**config.mk**
```make
export PLATFORM = sky130hd
export DESIGN_NAME = local_trig_gen
export DESIGN_NICKNAME = d
export VERILOG_FILES = /design/src/rtl/ltg_pkg.sv /design/src/rtl/ltg_bx_timer.sv /design/src/rtl/ltg_lfsr.sv /design/src/rtl/ltg_rule_filter.sv /design/src/rtl/ltg_cand.sv /design/src/rtl/local_trig_gen.sv
export SDC_FILE = /design/constraint.sdc
export NUM_CORES = 1
export LEC_CHECK = 0
export CORE_MARGIN = 3
export CORE_UTILIZATION = 34
export DETAILED_ROUTE_END_ITERATION = 12
export DONT_BUFFER_PORTS = 1
export HOLD_SLACK_MARGIN = 0.06
export PLACE_DENSITY = 0.46
export SLEW_MARGIN = 40
export SYNTH_ARGS = -nofsm -noshare
export SYNTH_HDL_FRONTEND = slang
export SYNTH_SLANG_ARGS = --single-unit
```
**constraint.sdc**
```tcl
create_clock -name clk -period 3.2 [get_ports clk]
set_input_delay 0.64 -clock clk [delete_from_list [all_inputs] [get_ports clk]]
set_output_delay 0.64 -clock clk [all_outputs]
set_load 0.1 [all_outputs]
```
**src/rtl/ltg_pkg.sv**
```systemverilog
package ltg_pkg;

    localparam int RULE_CNT      = 4;
    localparam int AGE_W         = 8;
    localparam int RULE_N_LIMIT  = 63;
    localparam int CTRL_W        = 32;
    localparam int RATE_W        = 16;
    localparam int BURST_W       = 12;

    typedef enum logic [1:0] {
        MODE_ORBIT = 2'b00,
        MODE_RSVD  = 2'b01,
        MODE_BX    = 2'b10,
        MODE_RAND  = 2'b11
    } trig_mode_e;

    typedef enum logic [1:0] {
        ST_IDLE  = 2'd0,
        ST_BURST = 2'd1,
        ST_CONT  = 2'd2
    } run_state_e;

    typedef struct packed {
        trig_mode_e         mode;
        logic [1:0]         rule_sel;
        logic [BURST_W-1:0] burst_m1;
        logic [RATE_W-1:0]  rate_n;
    } ctrl_word_t;

    // Sliding-window length of rule idx+1 (rule k: at most k pulses)
    function automatic int rule_window(input int idx);
        case (idx)
            0:       return 3;
            1:       return 25;
            2:       return 100;
            default: return 240;
        endcase
    endfunction

endpackage

```
**src/rtl/ltg_bx_timer.sv**
```systemverilog
module ltg_bx_timer #(
    parameter int BX_PER_ORBIT = 3564,
    parameter int BX_W         = 12
) (
    input  logic            clk,
    input  logic            rst_n,
    output logic [BX_W-1:0] bx_count,
    output logic            orbit_start
);

    localparam logic [BX_W-1:0] BX_LAST = BX_W'(BX_PER_ORBIT - 1);

    logic [BX_W-1:0] bx_q;

    always_ff @(posedge clk or negedge rst_n) begin
        if (!rst_n) begin
            bx_q <= '0;
        end else if (bx_q == BX_LAST) begin
            bx_q <= '0;
        end else begin
            bx_q <= bx_q + BX_W'(1);
        end
    end

    assign bx_count    = bx_q;
    assign orbit_start = (bx_q == '0);

endmodule

```
**src/rtl/ltg_lfsr.sv**
```systemverilog
module ltg_lfsr #(
    parameter int          W    = 32,
    parameter logic [31:0] SEED = 32'h1D87_2B41,
    parameter logic [31:0] TAPS = 32'h8020_0003
) (
    input  logic         clk,
    input  logic         rst_n,
    output logic [W-1:0] value
);

    logic [W-1:0] sr_q;

    always_ff @(posedge clk or negedge rst_n) begin
        if (!rst_n) begin
            sr_q <= SEED[W-1:0];
        end else if (sr_q[0]) begin
            sr_q <= (sr_q >> 1) ^ TAPS[W-1:0];
        end else begin
            sr_q <= sr_q >> 1;
        end
    end

    assign value = sr_q;

endmodule

```
**src/rtl/ltg_rule_filter.sv**
```systemverilog
module ltg_rule_filter
    import ltg_pkg::*;
#(
    parameter int RULES = RULE_CNT,
    parameter int AW    = AGE_W
) (
    input  logic       clk,
    input  logic       rst_n,
    input  logic       take,
    input  logic [1:0] rule_sel,
    output logic       rules_ok
);

    localparam logic [AW-1:0] AGE_MAX = {AW{1'b1}};

    // age_q[i]: cycles since the (i+1)-th most recent pulse, saturating
    logic [AW-1:0] age_q [RULES];
    logic [RULES-1:0] pass;

    for (genvar i = 0; i < RULES; i++) begin : g_rule
        if (i == 0) begin : g_first
            always_ff @(posedge clk or negedge rst_n) begin
                if (!rst_n) begin
                    age_q[i] <= AGE_MAX;
                end else if (take) begin
                    age_q[i] <= AW'(1);
                end else if (age_q[i] != AGE_MAX) begin
                    age_q[i] <= age_q[i] + AW'(1);
                end
            end
        end else begin : g_next
            always_ff @(posedge clk or negedge rst_n) begin
                if (!rst_n) begin
                    age_q[i] <= AGE_MAX;
                end else if (take) begin
                    age_q[i] <= (age_q[i-1] == AGE_MAX) ? AGE_MAX : age_q[i-1] + AW'(1);
                end else if (age_q[i] != AGE_MAX) begin
                    age_q[i] <= age_q[i] + AW'(1);
                end
            end
        end

        // rule i+1 enabled when i + rule_sel < RULES
        always_comb begin
            if ((i + int'(rule_sel)) >= RULES) begin
                pass[i] = 1'b1;
            end else begin
                pass[i] = (age_q[i] >= AW'(rule_window(i)));
            end
        end
    end

    assign rules_ok = &pass;

endmodule

```
**src/rtl/ltg_cand.sv**
```systemverilog
module ltg_cand
    import ltg_pkg::*;
#(
    parameter int BX_W       = 12,
    parameter int ORBIT_SLOT = 500,
    parameter int RAND_SHIFT = 8
) (
    input  logic              clk,
    input  logic              rst_n,
    input  logic              run,
    input  trig_mode_e        mode,
    input  logic [RATE_W-1:0] rate_n,
    input  logic [BX_W-1:0]   bx_count,
    input  logic [31:0]       rnd,
    output logic              cand
);

    // compare one crossing early so the registered pulse lands on the slot
    localparam logic [BX_W-1:0] PRE_SLOT = BX_W'(ORBIT_SLOT - 1);

    logic [RATE_W-1:0] bx_gap_q;
    logic [RATE_W-1:0] orb_gap_q;
    logic [31:0]       thresh;
    logic              at_pre_slot;

    assign at_pre_slot = (bx_count == PRE_SLOT);
    assign thresh      = {{(32-RATE_W){1'b0}}, rate_n} << RAND_SHIFT;

    always_ff @(posedge clk or negedge rst_n) begin
        if (!rst_n) begin
            bx_gap_q  <= '0;
            orb_gap_q <= '0;
        end else if (!run) begin
            bx_gap_q  <= '0;
            orb_gap_q <= '0;
        end else begin
            if (mode == MODE_BX) begin
                bx_gap_q <= (bx_gap_q == rate_n) ? '0 : bx_gap_q + RATE_W'(1);
            end
            if (mode == MODE_ORBIT && at_pre_slot) begin
                orb_gap_q <= (orb_gap_q == rate_n) ? '0 : orb_gap_q + RATE_W'(1);
            end
        end
    end

    always_comb begin
        unique case (mode)
            MODE_ORBIT: cand = run && at_pre_slot && (orb_gap_q == rate_n);
            MODE_BX:    cand = run && (bx_gap_q == rate_n);
            MODE_RAND:  cand = run && (rnd < thresh);
            MODE_RSVD:  cand = 1'b0;
        endcase
    end

endmodule

```
**src/rtl/local_trig_gen.sv**
```systemverilog
module local_trig_gen
    import ltg_pkg::*;
#(
    parameter int          BX_PER_ORBIT = 3564,
    parameter int          ORBIT_SLOT   = 500,
    parameter int          RAND_SHIFT   = 8,
    parameter logic [31:0] LFSR_SEED    = 32'h1D87_2B41,
    localparam int         BX_W         = $clog2(BX_PER_ORBIT)
) (
    input  logic            clk,
    input  logic            rst_n,
    input  logic [31:0]     ctrl_word,
    input  logic            cmd_toggle,
    input  logic            cmd_cont,
    input  logic            cmd_clear,
    output logic            l1a,
    output logic            active,
    output logic [BX_W-1:0] bx_count,
    output logic            orbit_start
);

    run_state_e          state_q, state_d;
    ctrl_word_t          cfg_q;
    ctrl_word_t          cfg_in;
    logic [BURST_W-1:0]  remain_q;
    logic                l1a_q;
    logic                running;
    logic                cand;
    logic                rules_ok;
    logic                rules_apply;
    logic                issue;
    logic [31:0]         rnd;
    logic                leaving_idle;

    assign cfg_in  = ctrl_word_t'(ctrl_word);
    assign running = (state_q != ST_IDLE);

    ltg_bx_timer #(.BX_PER_ORBIT(BX_PER_ORBIT), .BX_W(BX_W)) i_timer (
        .clk        (clk),
        .rst_n      (rst_n),
        .bx_count   (bx_count),
        .orbit_start(orbit_start)
    );

    ltg_lfsr #(.W(32), .SEED(LFSR_SEED)) i_lfsr (
        .clk  (clk),
        .rst_n(rst_n),
        .value(rnd)
    );

    ltg_cand #(.BX_W(BX_W), .ORBIT_SLOT(ORBIT_SLOT), .RAND_SHIFT(RAND_SHIFT)) i_cand (
        .clk     (clk),
        .rst_n   (rst_n),
        .run     (running),
        .mode    (cfg_q.mode),
        .rate_n  (cfg_q.rate_n),
        .bx_count(bx_count),
        .rnd     (rnd),
        .cand    (cand)
    );

    ltg_rule_filter #(.RULES(RULE_CNT), .AW(AGE_W)) i_rules (
        .clk     (clk),
        .rst_n   (rst_n),
        .take    (issue),
        .rule_sel(cfg_q.rule_sel),
        .rules_ok(rules_ok)
    );

    assign rules_apply = (cfg_q.mode == MODE_RAND) ||
                         ((cfg_q.mode == MODE_BX) && (cfg_q.rate_n < RATE_W'(RULE_N_LIMIT)));
    assign issue = cand && (!rules_apply || rules_ok);

    // next-state logic
    always_comb begin
        state_d = state_q;
        unique case (state_q)
            ST_IDLE: begin
                if (cmd_clear)       state_d = ST_IDLE;
                else if (cmd_toggle) state_d = ST_BURST;   // START
                else if (cmd_cont)   state_d = ST_CONT;    // CONT
            end
            ST_BURST: begin
                if (cmd_clear)                     state_d = ST_IDLE;  // CLEAR
                else if (cmd_toggle)               state_d = ST_IDLE;  // STOP
                else if (cmd_cont)                 state_d = ST_CONT;  // CONT
                else if (issue && remain_q == '0)  state_d = ST_IDLE;  // DONE
            end
            ST_CONT: begin
                if (cmd_clear || cmd_toggle) state_d = ST_IDLE;       // CLEAR / STOP
            end
            default: state_d = ST_IDLE;
        endcase
    end

    assign leaving_idle = (state_q == ST_IDLE) && (state_d != ST_IDLE);

    // state register
    always_ff @(posedge clk or negedge rst_n) begin
        if (!rst_n) begin
            state_q <= ST_IDLE;
        end else begin
            state_q <= state_d;
        end
    end

    // configuration capture, burst counter and pulse register
    always_ff @(posedge clk or negedge rst_n) begin
        if (!rst_n) begin
            cfg_q    <= '0;
            remain_q <= '0;
            l1a_q    <= 1'b0;
        end else begin
            l1a_q <= issue;
            if (leaving_idle) begin
                cfg_q    <= cfg_in;
                remain_q <= cfg_in.burst_m1;
            end else if (state_q == ST_BURST && issue && remain_q != '0) begin
                remain_q <= remain_q - BURST_W'(1);
            end
        end
    end

    // outputs
    always_comb begin
        active = (state_q != ST_IDLE);
        l1a    = l1a_q;
    end

endmodule

```
### After elaboration in Yosys (flattened, before gate mapping)

Index checks and enable logic that the tools add are counted.

| cells by class | value |
|---|---|
| shift operators | 0 |
| equality and inequality tests | 18 |
| divide/modulo/power cells | 0 |
| add/subtract/negate cells | 11 |
| mux-type cells | 35 |
| bitwise logic cells | 1 |
| order comparisons | 10 |
| $mul | 0 |
| reductions and logical operators | 28 |

Operator list:

| operator | number |
|---|---|
| $ge A32 B4 Y1 const B | 3 |
| $mux W16 | 6 |
| $mux W8 | 11 |
| $mux W12 | 3 |
| $add A16 B1 Y16 const B | 2 |
| $add A8 B1 Y8 const B | 4 |
| $eq A16 B16 Y1 | 2 |
| $lt A32 B24 Y1 | 1 |
| $mux W32 | 1 |
| $ne A8 B8 Y1 const B | 4 |
| $eq A8 B8 Y1 const B | 3 |
| $logic_not A12 Y1 | 2 |
| $lt A16 B6 Y1 const B | 1 |
| $mux W2 | 8 |
| $reduce_bool A2 Y1 | 7 |
| $add A12 B1 Y12 const B | 1 |
| $eq A12 B12 Y1 const B | 1 |
| $eq A12 B9 Y1 const B | 1 |
| $reduce_bool A12 Y1 | 1 |
| $sub A12 B1 Y12 const B | 1 |
| $logic_and A1 B1 Y1 | 11 |
| $ge A8 B2 Y1 const B | 1 |
| $ge A8 B5 Y1 const B | 1 |
| $ge A8 B7 Y1 const B | 1 |
| other kinds (15) | 26 |

| storage, ports and cells | value |
|---|---|
| memories | 0 |
| bits in read-only memories | 0 |
| logic and storage cells | 117 |
| register bits after elaboration | 143 |
| RAM bits | 0 |
| bits in latches | 0 |

### Longest topological paths before layout

Gate-level depths: netlist of the first run.

| depth | value |
|---|---|
| word-level depth | 15 |
| gate-level depth with buffers | 11 |
| gate-level depth less buffers | 10 |

### By module

A second synthesis of the first run with hierarchy kept.

| second synthesis, totals | value |
|---|---|
| cells, all modules | 768 |
| area total of the unflattened synthesis | 7703.6 um^2 |

Modules (own cells, without submodules):

| module | cells an instance | seq. area each (um^2) | area an instance (um^2) | instances |
|---|---|---|---|---|
| ltg_cand | 282 | 800.8 | 2516.2 | 1 |
| ltg_rule_filter | 203 | 840.8 | 1990.7 | 1 |
| local_trig_gen | 187 | 875.8 | 1736.7 | 1 |
| ltg_lfsr | 35 | 818.3 | 844.6 | 1 |
| ltg_bx_timer | 61 | 300.3 | 615.6 | 1 |

### Worst setup path before layout of the first run

Ideal clock, no wire load.

| timing path | value |
|---|---|
| path kind | reg-to-reg |
| start | register i_timer.bx_q[0], in the netlist i_timer.bx_count[0] |
| end | register i_cand.orb_gap_q[12] |
| stages on the path, launching flop included | 9 |
| arrival | 2.701 ns |
| data required time | 3.134 ns |
| period minus slack after synthesis | 2.766 ns |
| setup slack | 0.434 ns |
| setup time | 0.066 ns |
| buffers on the path | 1 |
| cell sequence | dfrtp_1 > ha_1 > nand2_1 > nor3_1 > and4_1 > clkbuf_1 > nand2_1 > or3b_2 > nand2_1 |

| between the ends | value |
|---|---|
| longest elaborated chain between the ends | 3 |

RTL lines:

| what | line | source |
|---|---|---|
| from (decl) | ltg_bx_timer.sv:13 | `logic [BX_W-1:0] bx_q;` |
| from (signal assigned) | ltg_bx_timer.sv:21 | `bx_q <= bx_q + BX_W'(1);` |
| $eq A12 B9 Y1 | ltg_cand.sv:26 | `assign at_pre_slot = (bx_count == PRE_SLOT);` |
| $logic_and A1 B1 Y1 | ltg_cand.sv:40 | `if (mode == MODE_ORBIT && at_pre_slot) begin` |
| $ne A2 B2 Y1 (no source line) | -- |  |
| to (signal assigned) | ltg_cand.sv:41 | `orb_gap_q <= (orb_gap_q == rate_n) ? '0 : orb_gap_q + RATE_W'(1);` |
| to (decl) | ltg_cand.sv:22 | `logic [RATE_W-1:0] orb_gap_q;` |

No other way between the ends.
A chain may end at the register's enable or synchronous reset.

### Final worst setup path of the first run

| timing path | value |
|---|---|
| start | register cfg_q[6] in the netlist's numbering |
| end | register i_rules.age_q[22] in the netlist's numbering |

| between the ends | value |
|---|---|
| longest elaborated chain between the ends | 7 |

RTL lines:

| what | line | source |
|---|---|---|
| from (decl) | local_trig_gen.sv:23 | `ctrl_word_t cfg_q;` |
| from (signal assigned) | local_trig_gen.sv:116 | `cfg_q <= cfg_in;` |
| parallel branches: the longest is 5 deep, another holds $lt A32 B24 Y1 | -- |  |
| $logic_and A1 B1 Y1 * | local_trig_gen.sv:72 | `assign issue = cand && (!rules_apply \|\| rules_ok);` |
| $mux W8 or $reduce_bool A2 Y1 (tied branches) | -- |  |
| to (signal, indexed assignment) | ltg_rule_filter.sv:36 | `age_q[i] <= (age_q[i-1] == AGE_MAX) ? AGE_MAX : age_q[i-1] + AW'(1);` |
| to (signal, indexed assignment) | ltg_rule_filter.sv:38 | `age_q[i] <= age_q[i] + AW'(1);` |
| to (decl) | ltg_rule_filter.sv:17 | `logic [AW-1:0] age_q [RULES];` |

Every way passes the cells marked *.

==> results of run 1 <==
final cells by class:
class	count	area [µm²]
clock inverter	15	125.1
sequential	143	3636
timing repair buffer	24	205.2
inverter	30	112.6
fill	2090	12820
tap	275	344.1
clock buffer	17	425.4
multi-input combinational	583	3616
report_power, final:
part	total [µW]	switching, µW	internal, µW	leakage (µW)
clock	1870	857	1010	0.000265
sequential	2570	334	2240	0.00176
combinational	1310	733	578	0.00158
how the worst max path moves through the flow:
stage,start,end,slack (ps),cells after the start
final,cfg_q[6],i_rules.age_q[22],400,10
after global routing,cfg_q[15],i_rules.age_q[22],100,9
after CTS,cfg_q[15],i_rules.age_q[22],350,9
after detailed placement,cfg_q[15],i_rules.age_q[22],370,9
after global placement,cfg_q[15],i_rules.age_q[22],450,9
after floorplan,i_timer.bx_count[0],i_cand.orb_gap_q[12],430,8
per-stage QoR:
stage | hold slack (ps) | setup slack, ps | util | area (µm²) | power [µW]
4_1_cts | 60.89 | 350.6 | 0.3972 | 8454 | 5811
5_1_grt | 62.82 | 102.2 | 0.3976 | 8464 | 6143
2_1_floorplan | 331.2 | 433.7 | - | 7458 | 3531
3_3_place_gp | 337.5 | 445.7 | 0.3691 | 7858 | 3843
3_5_place_dp | 345.8 | 371.0 | 0.3695 | 7866 | 3879
6_report | 79.95 | 399.0 | 0.3976 | 8464 | 5757
per-layer routing:
layer  wire [µm]  GRT usage  share of wire
met3         839    0.03715          0.045
met4         226    0.03827          0.012
met5           0          0              0
met1        9139     0.2331           0.49
met2        8374     0.2533           0.45
cell families (layout without fill, tap and decap cells):
| logic type | count (synthesis) | in the layout | share of synthesized area |
|---|---|---|---|
| xor+xnor | 68 | 68 | 0.07985 |
| flops | 143 | 143 | 0.4875 |
| simple gates | 336 | 336 | 0.2243 |
| buf+inv | 53 | 86 | 0.02952 |
| fa+ha+maj | 27 | 27 | 0.04529 |
| compound gates | 139 | 139 | 0.1154 |
| mux | 13 | 13 | 0.01812 |
Yosys cell counts, drive strengths merged (2+ instances only):
cell / instances / area share
nand2: 104 / 0.053
dfrtp: 97 / 0.33
nor2: 65 / 0.033
o21ai: 62 / 0.042
xnor2: 51 / 0.060
dfstp: 46 / 0.16
nand3: 38 / 0.025
a21oi: 34 / 0.023
and3: 30 / 0.025
inv: 29 / 0.015
ha: 27 / 0.045
nor3: 20 / 0.013
clkbuf: 17 / 0.0089
xor2: 17 / 0.020
nand4: 15 / 0.013
o211ai: 15 / 0.016
or3: 12 / 0.010
nand2b: 10 / 0.0084
nand3b: 10 / 0.010
nor4: 10 / 0.012
mux2i: 9 / 0.012
nor3b: 7 / 0.0070
buf: 6 / 0.0055
mux2: 4 / 0.0060
o21a: 4 / 0.0040
or4: 4 / 0.0040
a211oi: 3 / 0.0037
a21o: 3 / 0.0030
nor2b: 3 / 0.0025
o211a: 3 / 0.0050
o31a: 3 / 0.0035
or2: 3 / 0.0025
a31oi: 2 / 0.0017
and2: 2 / 0.0017
o311ai: 2 / 0.0023
o31ai: 2 / 0.0039
flip-flops by register name, summed over array words and instances, names as in the netlist:
register,cells
i_lfsr.value,32
i_rules.age_q,32
cfg_q,20
i_cand.bx_gap_q,16
i_cand.orb_gap_q,16
i_timer.bx_count,12
remain_q,12
state_q,2
l1a,1
==> metrics.txt, run 1 <==
syn nets=between 800 and 900; Hold Vio Cnt, Final=0; headroom to the max-slew limit=0.4175; Synth Area per Inst=9.574 µm²; run status=finished, final reports clean; # nets final=approximately 860; hpwl dp=about 13,000 µm; WS Path Type=register to register; Cell variety after synth=between 50 and 60; CP bufs+invs=2; Clock Sinks=~140; CTS Buf Count=17; most frequent cells in the layout=103 x nand2_1, 97 x dfrtp_1, 64 x nor2_1, 58 x o21ai_0, 51 x xnor2_1; # Post-CTS Setup Buffers=0; Area Overhead vs Synth=13.49%; Max Cap Viol=0; VDD IR max=between 0.2 and 0.3 mV; sequential fraction of the synthesis area=0.4875; # hold bufs at CTS=2; Slowest cell on crit path=o211a_2; H-tree levels=4; routability cong.=roughly 0.86; slew of the pin with the lowest slew margin=874.3 ps; Largest delay share family, worst path=compound AO/OA/AOI/OAI gates; post-layout minimum cycle time=approximately 2800 ps; die height=154.1 µm; Via density=between 5 and 6; CTS max path bufs=2; Worst Path Max Fanout=21; clock latency at the later pin of the worst-skew pair=about 430 ps; Final setup viols=0; PostCTS Resize Cnt=0; Reg2Reg Setup Slack=400 ps; crit-path cells=inv_1 > ha_1 > a21o_1 > a21oi_1 > o22ai_1 > a211oi_2 > o211a_4 > o211a_2 > buf_4 > mux2i_1; Yosys Warn Count=0; ys flop type=dfrtp_1; commonest non-fill, non-tap cell in the layout=nand2_1; FF-to-FF path depth=10; DIE WIDTH=154.1 µm; Post-Route WL=approximately 19,000 µm; CORE AREA=between 20,000 and 25,000 µm²; HP Class=input pin to asynchronous set/reset pin; Placed Cells incl. Taps=between 1,000 and 1,500; mapped cell area=between 7000 and 8000 µm²; Startpoint Class=register; # diodes=0; CP peak stage delay=460 ps; Final Max Tran Viols=0; effective utilization at floorplan=0.3504; Synth Instances=between 700 and 800; WL/cell=around 17 µm; Final ANT Viol Nets=0; layout cells sized above 1=0.1490; Power Dens Cells=680.1 nW/µm²; pin count of the biggest net entering global routing=98; initial antenna violation count=0; fin cells=roughly 1,100; input/output buffers=0; RSZ-0062 raised after global routing=no; std cell rows=between 50 and 60; Yosys reg bits=roughly 140; GRT Util Overall=0.1633; capturing point of the worst reg2reg path=i_rules.age_q[22]; Post-synth EDFFs=0; crit share post-route=0.8753; first-pass iteration count of the detailed router=5; global route overflow=0; final setup TNS=0 ps; maximum clock rate=0.3570 GHz; vias in the first global route=about 5,800; leak pwr=between 0.003 and 0.004 µW; Worst Path Required=3550 ps; async set-reset flop share out of synthesis=1.000; Die ar.=23,750 µm²; iteration-0 DRC count of the detailed router=330; Residual DRC=0; Crit. End Element=register; Clock Skews=around 13 ps; reg2reg start=cfg_q[6]; Worst-path clk slew=60 ps; CTS tree=done; IO Count=52; first-pass GRT wire length=roughly 31,000 µm; Arrival @ worst endpoint=between 3000 and 4000 ps; Via Count=between 5,000 and 6,000; Root Driver=clkbuf_16
Note: power is estimated with default switching activity, not from simulation.
==> inputs of run 2 (changes only) <==
--- a/config.mk
+++ b/config.mk
@@ -5,13 +5,16 @@
 export SDC_FILE = /design/constraint.sdc
 export NUM_CORES = 1
 export LEC_CHECK = 0
+export ABC_CLOCK_PERIOD_IN_PS = 3200
 export CORE_MARGIN = 3
 export CORE_UTILIZATION = 34
 export DETAILED_ROUTE_END_ITERATION = 12
 export DONT_BUFFER_PORTS = 1
 export HOLD_SLACK_MARGIN = 0.06
 export PLACE_DENSITY = 0.46
+export SETUP_SLACK_MARGIN = 0.5
 export SLEW_MARGIN = 40
 export SYNTH_ARGS = -nofsm -noshare
 export SYNTH_HDL_FRONTEND = slang
+export SYNTH_HIERARCHICAL = 1
 export SYNTH_SLANG_ARGS = --single-unit
==> run 2 against run 1 <==
Compared with the run above: the run now ends with negative hold slack left; maximum frequency barely moved; non-clock buffer count rose by 37; setup slack improved by 1.1 ps; critical path type is now register to primary output; critical endpoint is now orbit_start; highest routed layer unchanged.
==> metrics.txt, run 2 <==
WL/cell=~17 µm; hold slack=-80.08 ps; Final setup viols=0; Final ANT Viol Nets=0; Synth top cells by count=115 x nand2_1, 97 x dfrtp_1, 46 x dfstp_2; final core occ=0.4266; Largest delay share family, worst path=simple AND/OR/NAND/NOR gates; Area Overhead vs Synth=21.97%; FF-to-FF path depth=11; # diodes=0; routability cong.=0.8494; reg2reg start=i_lfsr/value[17]; iteration-0 DRC count of the detailed router=approximately 370; most instantiated library cell after synthesis=nand2_1; Startpoint Class=register; global route overflow=0; Clock Skews=9.288 ps; GRT Util Overall=0.1625; post-layout minimum cycle time=~2800 ps; # nets final=~890; Worst-path clk slew=~60 ps; synth top area cells=dfrtp_1 32%, dfstp_2 16%, nand2_1 5.6%; clock latency at the later pin of the worst-skew pair=about 420 ps; H-tree levels=4; failing checks=negative hold slack; Slowest cell on crit path=dfrtp_4; Yosys Warn Count=6; effective utilization at floorplan=0.3498; Cell variety after synth=a little under 80; first-pass GRT wire length=roughly 31,000 µm; CTS max path bufs=2; leak pwr=~0.004 µW; hpwl dp=13,630 µm; pin count of the biggest net entering global routing=~140; vias in the first global route=about 6,000; Critical Path Most Common Cell=buf_12; CTS tree=done; crit-path cells=buf_12 > clkinv_8 > ha_4 > or4b_4 > nor3_4 > buf_12; run status=complete, but fails checks; Hold Vio Cnt, Final=slightly below 100; most frequent cells in the layout=114 x nand2_1, 84 x dfrtp_1, 48 x buf_4, 46 x dfstp_2, 42 x xnor2_1; slew of the pin with the lowest slew margin=870.2 ps; Post-Route WL=about 19,000 µm; Max Cap Viol=0; Worst Path Required=between 2000 and 3000 ps; Power Dens Cells=around 660 nW/µm²; std cell rows=54; HP Class=input pin to asynchronous set/reset pin; first-pass iteration count of the detailed router=4; input/output buffers=0; Residual DRC=0; commonest non-fill, non-tap cell in the layout=nand2_1; Root Driver=clkbuf_16; Arrival @ worst endpoint=around 2200 ps; Filler Cell Count=roughly 2,100; Synth Area per Inst=10.03 µm²; mapped cell area=approximately 7700 µm²; Pwr Total=6211 µW; async set-reset flop share out of synthesis=1.000; register area=around 3700 µm²; maximum clock rate=0.3571 GHz; die height=between 150 and 200 µm; Yosys reg bits=between 100 and 150; Synth Instances=768; ys flop type=dfrtp_1; Worst Path Max Fanout=5; Crit. End Element=primary output; sequential fraction of the synthesis area=0.4720; Final Max Tran Viols=0; IO Count=52; headroom to the max-slew limit=0.4203; Via Count=approximately 5,900; CORE AREA=roughly 22,000 µm²; capturing point of the worst reg2reg path=remain_q[8]; Post-synth EDFFs=0; CP bufs+invs=3; final setup TNS=0 ps; RSZ-0062 raised after global routing=yes; Die ar.=~25,000 µm²; Multi-input gate area=just over 4000 µm²; Reg2Reg Setup Slack=450 ps; area leader, netlist=dfrtp_1; VDD IR max=approximately 0.39 mV; DIE WIDTH=~160 µm; Synth top area share=0.3151; initial antenna violation count=0; layout cells sized above 1=0.2667; crit share post-route=0.8750; WS Path Type=register to primary output; CTS Buf Count=17; Via density=between 5 and 6; Clock Sinks=between 100 and 150; CP peak stage delay=between 400 and 500 ps; syn nets=roughly 830
==> run 2: cell count changes after synthesis, sizes merged, moves of 13 or more <==
| cell | before | now |
|---|---|---|
| a21oi | 34 | 20 |
| nand4 | 15 | 30 |
| nor2 | 65 | 45 |
| o21ai | 62 | 41 |
| mux2i | 9 | 22 |
==> run 2: worst max path at each step <==
stage / start / to / slack (ps) / cells past startpoint
2_1_floorplan: cfg_q[30] / remain_q[9] / 500 / 10
3_3_place_gp: i_lfsr/value[31] / i_rules/age_q[11] / -30 / 8
3_5_place_dp: i_rules/age_q[24] / i_rules/age_q[11] / 60 / 11
4_1_cts: i_timer/bx_count[1] / orbit_start / 380 / 6
5_1_grt: i_lfsr/value[13] / remain_q[8] / 290 / 11
6_report: i_timer/bx_count[0] / orbit_start / 400 / 6
==> run 2: logic make-up (layout without fill, tap and decap cells) <==
logic type               after synthesis  in the layout  share of synthesized area
AO/OA/AOI/OAI                        123            123                     0.1041
XOR/XNOR                              67             67                    0.07617
adder cells (fa/ha/maj)               27             27                    0.04385
buffers and inverters                 56            128                    0.03524
flip-flops                           143            143                     0.4720
multiplexers                          24             24                    0.03151
AND/OR/NAND/NOR                      328            328                     0.2371
==> run 2: power breakdown <==
part | switching [µW] | internal (µW)
combinational | 830 | 755
sequential | 353 | 2230
clock | 755 | 1290
==> run 2: layout make-up <==
| type | instances | share of cell area |
|---|---|---|
| clock buffer | 22 | 0.05047 |
| clock inverter | 10 | 0.01438 |
| inverter | 35 | 0.01585 |
| multi-input combinational | 569 | 0.4301 |
| sequential | 143 | 0.3895 |
| tap | 280 | 0.03728 |
| timing repair buffer | 61 | 0.06245 |
==> run 2: what timing repair did <==
item                                    CTS  global route
setup buffers                            13             7
gates resized for setup                  31            32
cloned                                    0             2
pin swaps                                13             9
endpoints found under the hold margin    97           117
endpoints found under the setup margin   47            41
==> run 2: metal layers <==
metal / routed length (µm) / vias up / GRT usage
met5: 0 / - / 0
met4: 294 / 0 / 0.04919
met3: 904 / 26 / 0.03955
met2: 9052 / 110 / 0.2589
met1: 9005 / 2899 / 0.2200
li1: - / 2846 / -
==> run 2: stage by stage <==
step	worst slack [ps]	instance area, µm²	instances
final	400.0	9397	1120
after global routing	289.2	9397	1120
after CTS	384.2	9154	1110
after floorplan	503.1	7751	768
after detailed placement	62.46	8284	1065
after global placement	-28.48	8242	1063
